File: config.mk
export PLATFORM = sky130hd
export DESIGN_NAME = dtp_guard
export DESIGN_NICKNAME = d
export VERILOG_FILES = /design/src/rtl/dtp_pkg.sv /design/src/rtl/dtp_cfg_reg.sv /design/src/rtl/dtp_limits.sv /design/src/rtl/dtp_trip_fsm.sv /design/src/rtl/dtp_guard.sv
export SDC_FILE = /design/constraint.sdc
export NUM_CORES = 1
export LEC_CHECK = 0
export BUFFER_PORTS_ARGS = -buffer_cell sky130_fd_sc_hd__buf_2
export CORE_UTILIZATION = 50
export CTS_CLUSTER_SIZE = 25
export DETAILED_ROUTE_END_ITERATION = 10
export PLACE_DENSITY = 0.73
export SKIP_LAST_GASP = 1
export SLEW_MARGIN = 5
export SYNTH_ARGS = -nofsm -noshare
export SYNTH_HDL_FRONTEND = slang
export SYNTH_HIERARCHICAL = 1
export SYNTH_SLANG_ARGS = --single-unit
File: constraint.sdc
create_clock -name clk -period 3.2 [get_ports clk]
set_clock_uncertainty 0.1 [all_clocks]
set_input_delay 0.32 -clock clk [delete_from_list [all_inputs] [get_ports clk]]
set_output_delay 0.32 -clock clk [all_outputs]
set_load 0.02 [all_outputs]
File: src/rtl/dtp_pkg.sv
package dtp_pkg;

  typedef enum logic [1:0] {
    ST_COOL = 2'd0,
    ST_WARN = 2'd1,
    ST_SHUT = 2'd2
  } dtp_state_e;

endpackage

File: src/rtl/dtp_cfg_reg.sv
module dtp_cfg_reg #(
  parameter int              CFG_W   = 8,
  parameter logic [CFG_W-1:0] RST_VAL = 8'h60
) (
  input  logic             clk,
  input  logic             rst_n,
  input  logic             wr_i,
  input  logic [CFG_W-1:0] wdata_i,
  output logic [CFG_W-1:0] cfg_o
);

  logic [CFG_W-1:0] cfg_q;
  logic [CFG_W-1:0] cfg_d;

  always_comb begin
    cfg_d = cfg_q;
    if (wr_i) cfg_d = wdata_i;
  end

  always_ff @(posedge clk or negedge rst_n) begin
    if (!rst_n)    cfg_q <= RST_VAL;
    else if (wr_i) cfg_q <= cfg_d;
  end

  assign cfg_o = cfg_q;

  p_cfg_load_r12: assert property (@(posedge clk) disable iff (!rst_n)
    wr_i |=> (cfg_o == $past(wdata_i)));

  p_cfg_hold_r12: assert property (@(posedge clk) disable iff (!rst_n)
    !wr_i |=> $stable(cfg_o));

endmodule

File: src/rtl/dtp_limits.sv
module dtp_limits #(
  parameter int LIM_W      = 10,
  parameter int BASE_C     = 130,
  parameter int STEP_C     = 10,
  parameter int HYS_NAR_C  = 10,
  parameter int HYS_WIDE_C = 20,
  parameter int WARN_C     = 10,
  parameter int REL_C      = 20
) (
  input  logic [1:0]       trip_sel_i,
  input  logic             hys_sel_i,
  output logic             active_o,
  output logic [LIM_W-1:0] trip_lim_o,
  output logic [LIM_W-1:0] shut_lim_o,
  output logic [LIM_W-1:0] warn_lim_o,
  output logic [LIM_W-1:0] rel_lim_o
);

  localparam logic [LIM_W-1:0] BASE_V = LIM_W'(BASE_C);
  localparam logic [LIM_W-1:0] STEP_V = LIM_W'(STEP_C);
  localparam logic [LIM_W-1:0] HYS_N  = LIM_W'(HYS_NAR_C);
  localparam logic [LIM_W-1:0] HYS_W  = LIM_W'(HYS_WIDE_C);
  localparam logic [LIM_W-1:0] WARN_V = LIM_W'(WARN_C);
  localparam logic [LIM_W-1:0] REL_V  = LIM_W'(REL_C);

  logic [LIM_W-1:0] steps;

  always_comb begin
    active_o   = (trip_sel_i != 2'd0);
    steps      = active_o ? LIM_W'(trip_sel_i - 2'd1) : '0;
    trip_lim_o = BASE_V + steps * STEP_V;
    shut_lim_o = trip_lim_o + (hys_sel_i ? HYS_W : HYS_N);
    warn_lim_o = trip_lim_o - WARN_V;
    rel_lim_o  = trip_lim_o - REL_V;
  end

endmodule

File: src/rtl/dtp_trip_fsm.sv
module dtp_trip_fsm
  import dtp_pkg::*;
#(
  parameter int TEMP_W = 8,
  parameter int LIM_W  = 10
) (
  input  logic              clk,
  input  logic              rst_n,
  input  logic              strobe_i,
  input  logic [TEMP_W-1:0] temp_i,
  input  logic              active_i,
  input  logic [LIM_W-1:0]  trip_lim_i,
  input  logic [LIM_W-1:0]  shut_lim_i,
  input  logic [LIM_W-1:0]  warn_lim_i,
  input  logic [LIM_W-1:0]  rel_lim_i,
  output logic              ept_o,
  output logic              sd_o,
  output logic              fault_o
);

  dtp_state_e       state_q, state_d;
  logic             fault_q, fault_d;
  logic [LIM_W-1:0] t_ext;

  assign t_ext = LIM_W'(temp_i);

  always_comb begin
    state_d = state_q;
    fault_d = fault_q;
    if (strobe_i) begin
      if (!active_i) begin
        state_d = ST_COOL;
        fault_d = 1'b0;
      end else begin
        fault_d = (t_ext >= trip_lim_i);
        unique case (state_q)
          ST_COOL: begin
            if (t_ext >= shut_lim_i)      state_d = ST_SHUT;
            else if (t_ext >= warn_lim_i) state_d = ST_WARN;
          end
          ST_WARN: begin
            if (t_ext >= shut_lim_i)      state_d = ST_SHUT;
            else if (t_ext < rel_lim_i)   state_d = ST_COOL;
          end
          ST_SHUT: begin
            if (t_ext < rel_lim_i)        state_d = ST_COOL;
            else if (t_ext < trip_lim_i)  state_d = ST_WARN;
          end
          default:                        state_d = ST_COOL;
        endcase
      end
    end
  end

  always_ff @(posedge clk or negedge rst_n) begin
    if (!rst_n) begin
      state_q <= ST_COOL;
      fault_q <= 1'b0;
    end else if (strobe_i) begin
      state_q <= state_d;
      fault_q <= fault_d;
    end
  end

  assign ept_o   = (state_q != ST_COOL);
  assign sd_o    = (state_q == ST_SHUT);
  assign fault_o = fault_q;

  p_quiet_between_strobes_r10: assert property (@(posedge clk) disable iff (!rst_n)
    !strobe_i |=> ($stable(state_q) && $stable(fault_q)));

  p_shutdown_implies_request_r11: assert property (@(posedge clk) disable iff (!rst_n)
    sd_o |-> ept_o);

  p_off_clears_r9: assert property (@(posedge clk) disable iff (!rst_n)
    (strobe_i && !active_i) |=> (!ept_o && !sd_o && !fault_o));

  p_trip_on_r3: assert property (@(posedge clk) disable iff (!rst_n)
    (strobe_i && active_i && (t_ext >= shut_lim_i)) |=> sd_o);

  p_release_r6: assert property (@(posedge clk) disable iff (!rst_n)
    (strobe_i && active_i && (t_ext < rel_lim_i)) |=> !ept_o);

  p_warn_set_r5: assert property (@(posedge clk) disable iff (!rst_n)
    (strobe_i && active_i && (t_ext >= warn_lim_i)) |=> ept_o);

endmodule

File: src/rtl/dtp_guard.sv
module dtp_guard #(
  parameter int          TEMP_W     = 8,
  parameter int          CFG_W      = 8,
  parameter int          BASE_C     = 130,
  parameter int          STEP_C     = 10,
  parameter int          HYS_NAR_C  = 10,
  parameter int          HYS_WIDE_C = 20,
  parameter int          WARN_C     = 10,
  parameter int          REL_C      = 20,
  parameter logic [7:0]  CFG_RST    = 8'h60
) (
  input  logic              clk,
  input  logic              rst_n,
  input  logic              cfg_wr,
  input  logic [CFG_W-1:0]  cfg_wdata,
  input  logic              sample_en,
  input  logic [TEMP_W-1:0] die_temp,
  output logic              ept_req,
  output logic              shutdown,
  output logic              ot_fault
);

  localparam int LIM_W   = TEMP_W + 2;
  localparam int SEL_HI  = CFG_W - 1;
  localparam int SEL_LO  = CFG_W - 2;
  localparam int HYS_BIT = CFG_W - 3;

  logic [CFG_W-1:0] cfg;
  logic             active;
  logic [LIM_W-1:0] trip_lim, shut_lim, warn_lim, rel_lim;

  dtp_cfg_reg #(
    .CFG_W   (CFG_W),
    .RST_VAL (CFG_W'(CFG_RST))
  ) u_cfg (
    .clk     (clk),
    .rst_n   (rst_n),
    .wr_i    (cfg_wr),
    .wdata_i (cfg_wdata),
    .cfg_o   (cfg)
  );

  dtp_limits #(
    .LIM_W      (LIM_W),
    .BASE_C     (BASE_C),
    .STEP_C     (STEP_C),
    .HYS_NAR_C  (HYS_NAR_C),
    .HYS_WIDE_C (HYS_WIDE_C),
    .WARN_C     (WARN_C),
    .REL_C      (REL_C)
  ) u_lim (
    .trip_sel_i (cfg[SEL_HI:SEL_LO]),
    .hys_sel_i  (cfg[HYS_BIT]),
    .active_o   (active),
    .trip_lim_o (trip_lim),
    .shut_lim_o (shut_lim),
    .warn_lim_o (warn_lim),
    .rel_lim_o  (rel_lim)
  );

  dtp_trip_fsm #(
    .TEMP_W (TEMP_W),
    .LIM_W  (LIM_W)
  ) u_fsm (
    .clk        (clk),
    .rst_n      (rst_n),
    .strobe_i   (sample_en),
    .temp_i     (die_temp),
    .active_i   (active),
    .trip_lim_i (trip_lim),
    .shut_lim_i (shut_lim),
    .warn_lim_i (warn_lim),
    .rel_lim_i  (rel_lim),
    .ept_o      (ept_req),
    .sd_o       (shutdown),
    .fault_o    (ot_fault)
  );

endmodule

==> results of run 1 <==
-- worst paths after layout --
path / endpoint / slack, ps / cells after the start
max in group asynchronous: u_cfg/cfg_o[6] / 2430 / 2
setup / recovery: u_fsm/state_q[0] / 50 / 15
setup reg to reg: u_fsm/state_q[0] / 50 / 15
hold / removal: u_cfg/cfg_o[5] / 210 / 2
min in group asynchronous: u_fsm/fault_o / 340 / 2
hold reg to reg: u_fsm/state_q[1] / 490 / 1
-- what timing repair did --
item / 4_1_cts / 5_1_grt
hold endpoints to repair: 6 / 0
resized for setup: 2 / 19
pin swaps: 2 / 12
setup buffers: 0 / 2
setup endpoints to repair: 2 / 3
hold buffers: 1 / 0
-- per-stage QoR --
step,instances,hold WS [ps],util,setup TNS [ps]
2_1_floorplan,215,-75.6,-,0
3_3_place_gp,275,46.0,0.589,-41.9
3_5_place_dp,275,46.6,0.589,-110
4_1_cts,280,202,0.601,0
5_1_grt,282,205,0.639,-47.4
6_report,282,209,0.639,0
-- layer usage --
metal  vias up  part of all wire  wire length, um
met3         6             0.029              109
li1        754                 -                -
met4         0             0.014               54
met5         -                 0                0
met1       667              0.46             1750
met2        28              0.50             1880
-- state kept, by name, indices dropped and copies added, names as in the netlist --
register	count
u_cfg/cfg_o	3
u_fsm/state_q	2
u_fsm/fault_o	1
-- power by group through the flow --
stage                clock, W  sequential, W  combinational (W)
floorplan                   0       0.000104           0.000340
global placement            0       0.000104           0.000435
detailed placement          0       0.000104           0.000448
CTS                 0.0000771       0.000103           0.000451
global route        0.0000827       0.000106           0.000587
finish              0.0000743       0.000105           0.000532
-- layout make-up --
| class | instances | area, um^2 | area share |
|---|---|---|---|
| multi-input cells | 152 | 1370 | 0.692 |
| well taps | 44 | 55.1 | 0.0278 |
| repair buffers | 33 | 215 | 0.109 |
| clock buffers | 4 | 26.3 | 0.0133 |
| flip-flops and latches | 6 | 153 | 0.0770 |
| inverters | 43 | 161 | 0.0814 |
-- worst max-delay path: stages, from the launching register on --
cell and delay [ps]:
dfstp_2 530, and2b_2 240, buf_6 130, buf_6 120, ha_4 160, and3b_1 190
nor2_1 90, buf_4 140, xor2_1 180, inv_1 100, ha_4 220, nand4_1 90
o21bai_1 70, a21bo_2 230, a2111o_1 420, o2111ai_2 70
==> summary.md, run 1 <==
| Metric | Value |
|---|---|
| RSZ-0062 raised after global routing | `yes` |
| Rows | `20` |
| Internal power | `0.000392 W` |
| Switch share | `0.449` |
| Dpl hpwl | `2.88 mm` |
| Status | `finished, final reports clean` |
| Final hold violation count | `0` |
| Core region area | `between 3000 and 4000 um^2` |
| Area growth syn-to-layout | `19.5%` |
| MaxCap Viol Count | `0` |
| Logic pwr share | `0.748` |
| CP max FO | `4` |
| H-tree level count | `1` |
| Total gr overflow | `0` |
| TritonCTS clock tree | `done` |
| Clk slew on worst S/H paths | `around 50 ps` |
| Share of cells above drive strength 1 | `0.269` |
| First-pass GRT wire length | `approximately 5.2 mm` |
| Largest net degree at the start of global routing | `12` |
| CP Class | `reg -> reg` |
| Max Fclk | `about 320 MHz` |
| # fillers | `between 200 and 300` |
| Vias/cell | `slightly above 5` |
| Placed inst area | `roughly 1800 um^2` |
| Vias | `roughly 1.5k` |
| Critical Path Source | `u_cfg/cfg_o[6]` |
| Diode count | `0` |
| GR Layer Usage met3 | `0.0262` |
| CTS Buf Count | `3` |
| FF-to-FF Start | `u_cfg/cfg_o[6]` |
| Pwr Density | `359 nW/um^2` |
| Sink Count | `6` |
| Root buf cell | `clkbuf_4` |
| Lkg Pwr | `about 1.1 nW` |
| Min Clock Period, post-route | `about 3100 ps` |
| Data arrival, critical path | `about 3200 ps` |
| Worst setup SP type | `flop` |
| Gr usage total | `0.194` |
| Met2 usage | `0.352` |
| Final instance area | `slightly below 2000 um^2` |
| Die Footprint | `approximately 3500 um^2` |
| Initial core utilization | `0.534` |
| Sequential power share | `0.147` |
| Routed WL | `3.79 mm` |
| Antenna violations before repair | `0` |
| Mapped cell area | `approximately 1700 um^2` |
| Most common cell after layout, fill and taps aside | `inv_1` |
| Die Span X | `59.6 um` |
| Data required, critical path | `roughly 3300 ps` |
| GRT Max-Usage Layer | `met2` |
| Nets@finish | `300` |
| Clk Latency, worst-skew pair | `about 240 ps` |
| Final GP Congestion | `about 0.83` |
| Total power | `0.000711 W` |
| Setup-failing EPs final | `0` |
| Most frequent cells in the layout | `43 x inv_1, 34 x ha_1, 17 x buf_2, 13 x buf_4, 11 x a21oi_1` |
| Final period util | `0.984` |
| Die height | `approximately 60 um` |
| Hold Path Origin | `cfg_wdata[5]` |
| Psw | `0.000319 W` |
| I/O pins | `23` |
| Vias in the first global route | `between 1k and 1.5k` |
| Worst vdd ir | `0.298 mV` |
| Drc violations | `0` |
| Total iterations of the first detailed-routing run | `4` |
| WL/cell | `approximately 13 um` |
| Syn Area/Cell | `a little under 8 um^2` |
| Initial DRC Count | `48` |
| Max Slew Vio Count | `0` |
| Post-route ant nets | `0` |
| Min-Delay Path Class | `in -> reg` |
| Final Worst Setup Slack | `slightly above 50 ps` |
| Max clock buf depth | `2` |
| Synthesis Warnings | `6` |
| Port bufs | `17` |
| Grt met1 use | `0.251` |
| Pre-CTS setup slack | `-70.6 ps` |
| Cells after Synth | `between 200 and 250` |
| Clk pwr share | `0.105` |
| Setup crit end kind | `flop` |
(Power assumes the default switching activity.)
==> inputs of run 2 (changes only) <==
- GPL_TIMING_DRIVEN: unset -> 0
==> run 2 against run 1 <==
Critical path depth down 2. Worst setup slack got worse by 36 ps. Sequential cell count is the same. Non-clock buffer count is 5 higher. Critical endpoint unchanged. Largest power group unchanged.
==> summary.md, run 2 (same netlist as run 1, synthesis figures left out) <==
| Metric | Value |
|---|---|
| Status | `finished, final reports clean` |
| Worst vdd ir | `0.208 mV (-30%)` |
| Logic pwr share | `0.724 (-0.024)` |
| Worst setup SP type | `flop` |
| Vias/cell | `5.11 (-1.0%)` |
| CTS Buf Count | `3 (unchanged)` |
| Data arrival, critical path | `3230 ps (+20 ps)` |
| Min-Delay Path Class | `in -> reg` |
| Diode count | `0 (unchanged)` |
| Die Footprint | `3550 um^2 (unchanged)` |
| Total gr overflow | `0 (unchanged)` |
| Core region area | `3100 um^2 (unchanged)` |
| Max Fclk | `314 MHz (-1.1%)` |
| Pwr Density | `338 nW/um^2 (-5.7%)` |
| Max reg flops | `3 (unchanged)` |
| Gr usage total | `0.212 (+0.0184)` |
| Share of cells above drive strength 1 | `0.263 (-0.00553)` |
| FF/Latch Area | `153 um^2 (unchanged)` |
| Final period util | `0.996 (+0.0114)` |
| CP max FO | `4 (unchanged)` |
| Vias in the first global route | `1357 (+5.2%)` |
| Port bufs | `16 (-1)` |
| Finished Layout Cells | `287 (+1.8%)` |
| Placed inst area | `1830 um^2 (+0.27%)` |
| Largest net degree at the start of global routing | `11 (-1)` |
| Switch share | `0.447 (-0.00190)` |
| Hold depth | `2 (unchanged)` |
| Data required, critical path | `3250 ps (about the same)` |
| Initial core utilization | `0.534 (unchanged)` |
| Die Span X | `59.6 um (unchanged)` |
| Clk pwr share | `0.115 (+0.010)` |
| CP Class | `reg -> reg` |
| WL/cell | `12.0 um (-11%)` |
| Antenna violations before repair | `0 (unchanged)` |
| Area growth syn-to-layout | `18.4%` |
| Max clock buf depth | `2 (unchanged)` |
| TritonCTS clock tree | `done` |
| Vias | `1466 (+0.76%)` |
| Most frequent cells in the layout | `42 x inv_1, 37 x ha_1, 18 x buf_2, 17 x buf_4, 11 x a21oi_1` |
| Post-route ant nets | `0 (unchanged)` |
| Most used cell, CP | `ha_4` |
| Setup-failing EPs final | `0 (unchanged)` |
| Initial DRC Count | `42 (-13%)` |
| Setup crit end kind | `flop` |
| I/O pins | `23 (unchanged)` |
| Routed WL | `3.44 mm (-9.3%)` |
| Multi-input gate area | `1320 um^2 (-3.9%)` |
| Finished Core Util | `0.633 (-0.00605)` |
| RSZ-0062 raised after global routing | `yes` |
| MaxCap Viol Count | `0 (unchanged)` |
| Dpl hpwl | `2.82 mm (-2.2%)` |
| Max Slew Vio Count | `0 (unchanged)` |
| Sink Count | `6 (unchanged)` |
| Min Clock Period, post-route | `3190 ps (+36.5 ps)` |
| Drc violations | `0 (unchanged)` |
| Crit path cell chain | `and2b_4, ha_4, fa_2, a21o_1, a21oi_2, xor2_1, inv_1, ha_4, a211oi_2, o21ai_2, o21a_1, a2111o_1, o2111ai_1` |
| H-tree level count | `1 (unchanged)` |
| Worst R2R Path Depth | `13 (-2)` |
| First-pass GRT wire length | `5.76 mm (+10%)` |
| Clk Latency, worst-skew pair | `240 ps (about the same)` |
| Root buf cell | `clkbuf_4` |
| Rows | `20 (unchanged)` |
| Final instance area | `1960 um^2 (-0.95%)` |
| Most common cell after layout, fill and taps aside | `inv_1` |
| Sequential power share | `0.161 (+0.014)` |
| Clk slew on worst S/H paths | `50 ps (about the same)` |
| Internal power | `0.000367 W (-6.3%)` |
| Hold slack | `207 ps (-2.21 ps)` |
| Final hold violation count | `0 (unchanged)` |
| Critical path's slowest cell | `dfstp_2` |
| CP max stage delay | `550 ps (+20 ps)` |
| Lkg Pwr | `1.08 nW (+2.3%)` |
| Final GP Congestion | `0.823 (-1.3%)` |
| Total iterations of the first detailed-routing run | `4 (unchanged)` |
| Psw | `0.000297 W (-7.0%)` |
| Die height | `59.6 um (unchanged)` |
| Nets@finish | `305 (+1.7%)` |
| # fillers | `287 (+2.5%)` |
| # placed instances | `275 (unchanged)` |
[run 2: cell types whose count changed in the layout (fill, tap and decap cells not counted), sizes merged]
cell  before  now
buf       32   37
[run 2: worst max-delay path, delay by kind of cell, from the launching register on]
family | cells | cell delay, ps
AO/OA/AOI/OAI | 7 | 1230
adder cells (fa/ha/maj) | 3 | 740
flip-flops | 1 | 550
AND/OR/NAND/NOR | 1 | 220
XOR/XNOR | 1 | 160
buffers and inverters | 1 | 80
[run 2: final cells by class]
class                           instances  area share
Buffer                                 14      0.0548
Clock buffer                            4      0.0134
Inverter                               43      0.0822
Multi-Input combinational cell        152       0.671
Sequential cell                         6      0.0778
Tap cell                               44      0.0280
Timing Repair Buffer                   24      0.0727
[run 2: through the flow]
stage / setup WS (ps) / TNS (ps) / total power (W)
floorplan: 24.0 / 0 / 0.000444
CTS: 0.423 / 0 / 0.000635
finish: 14.2 / 0 / 0.000664
global placement: -290 / -571 / 0.000528
detailed placement: -320 / -627 / 0.000539
global route: -75.1 / -148 / 0.000739
[run 2: path summary, 6_finish.rpt]
kind	start	to	slack [ps]
min reg2reg	u_fsm/state_q[1]	u_fsm/state_q[1]	490
max in group asynchronous	rst_n	u_cfg/cfg_o[5]	2440
min	cfg_wdata[7]	u_cfg/cfg_o[7]	210
max	u_cfg/cfg_o[6]	u_fsm/state_q[0]	10
min in group asynchronous	rst_n	u_fsm/state_q[0]	330
max reg2reg	u_cfg/cfg_o[6]	u_fsm/state_q[0]	10
[run 2: per-layer routing]
metal | share of wire | track usage | vias to the layer above | wire, um
met5 | 0 | 0 | - | 0
met4 | 0.0035 | 0.0299 | 0 | 12
met3 | 0.013 | 0.00655 | 2 | 44
met2 | 0.49 | 0.377 | 20 | 1670
met1 | 0.50 | 0.292 | 675 | 1710
li1 | - | - | 769 | -
[run 2: timing repair]
item,4_1_cts,5_1_grt
hold buffers,1,0
endpoints found under the setup margin,2,3
setup buffers,3,4
hold endpoints to repair,6,0
gates resized for setup,6,7
cloned,0,0
pin swaps,2,4
[run 2: power by group through the flow]
| stage | Sequential [W] | Combinational (W) | Clock, W |
|---|---|---|---|
| 2_1_floorplan | 0.000104 | 0.000340 | 0 |
| 3_3_place_gp | 0.000108 | 0.000420 | 0 |
| 3_5_place_dp | 0.000109 | 0.000430 | 0 |
| 4_1_cts | 0.000106 | 0.000449 | 0.0000794 |
| 5_1_grt | 0.000110 | 0.000545 | 0.0000845 |
| 6_report | 0.000107 | 0.000481 | 0.0000763 |
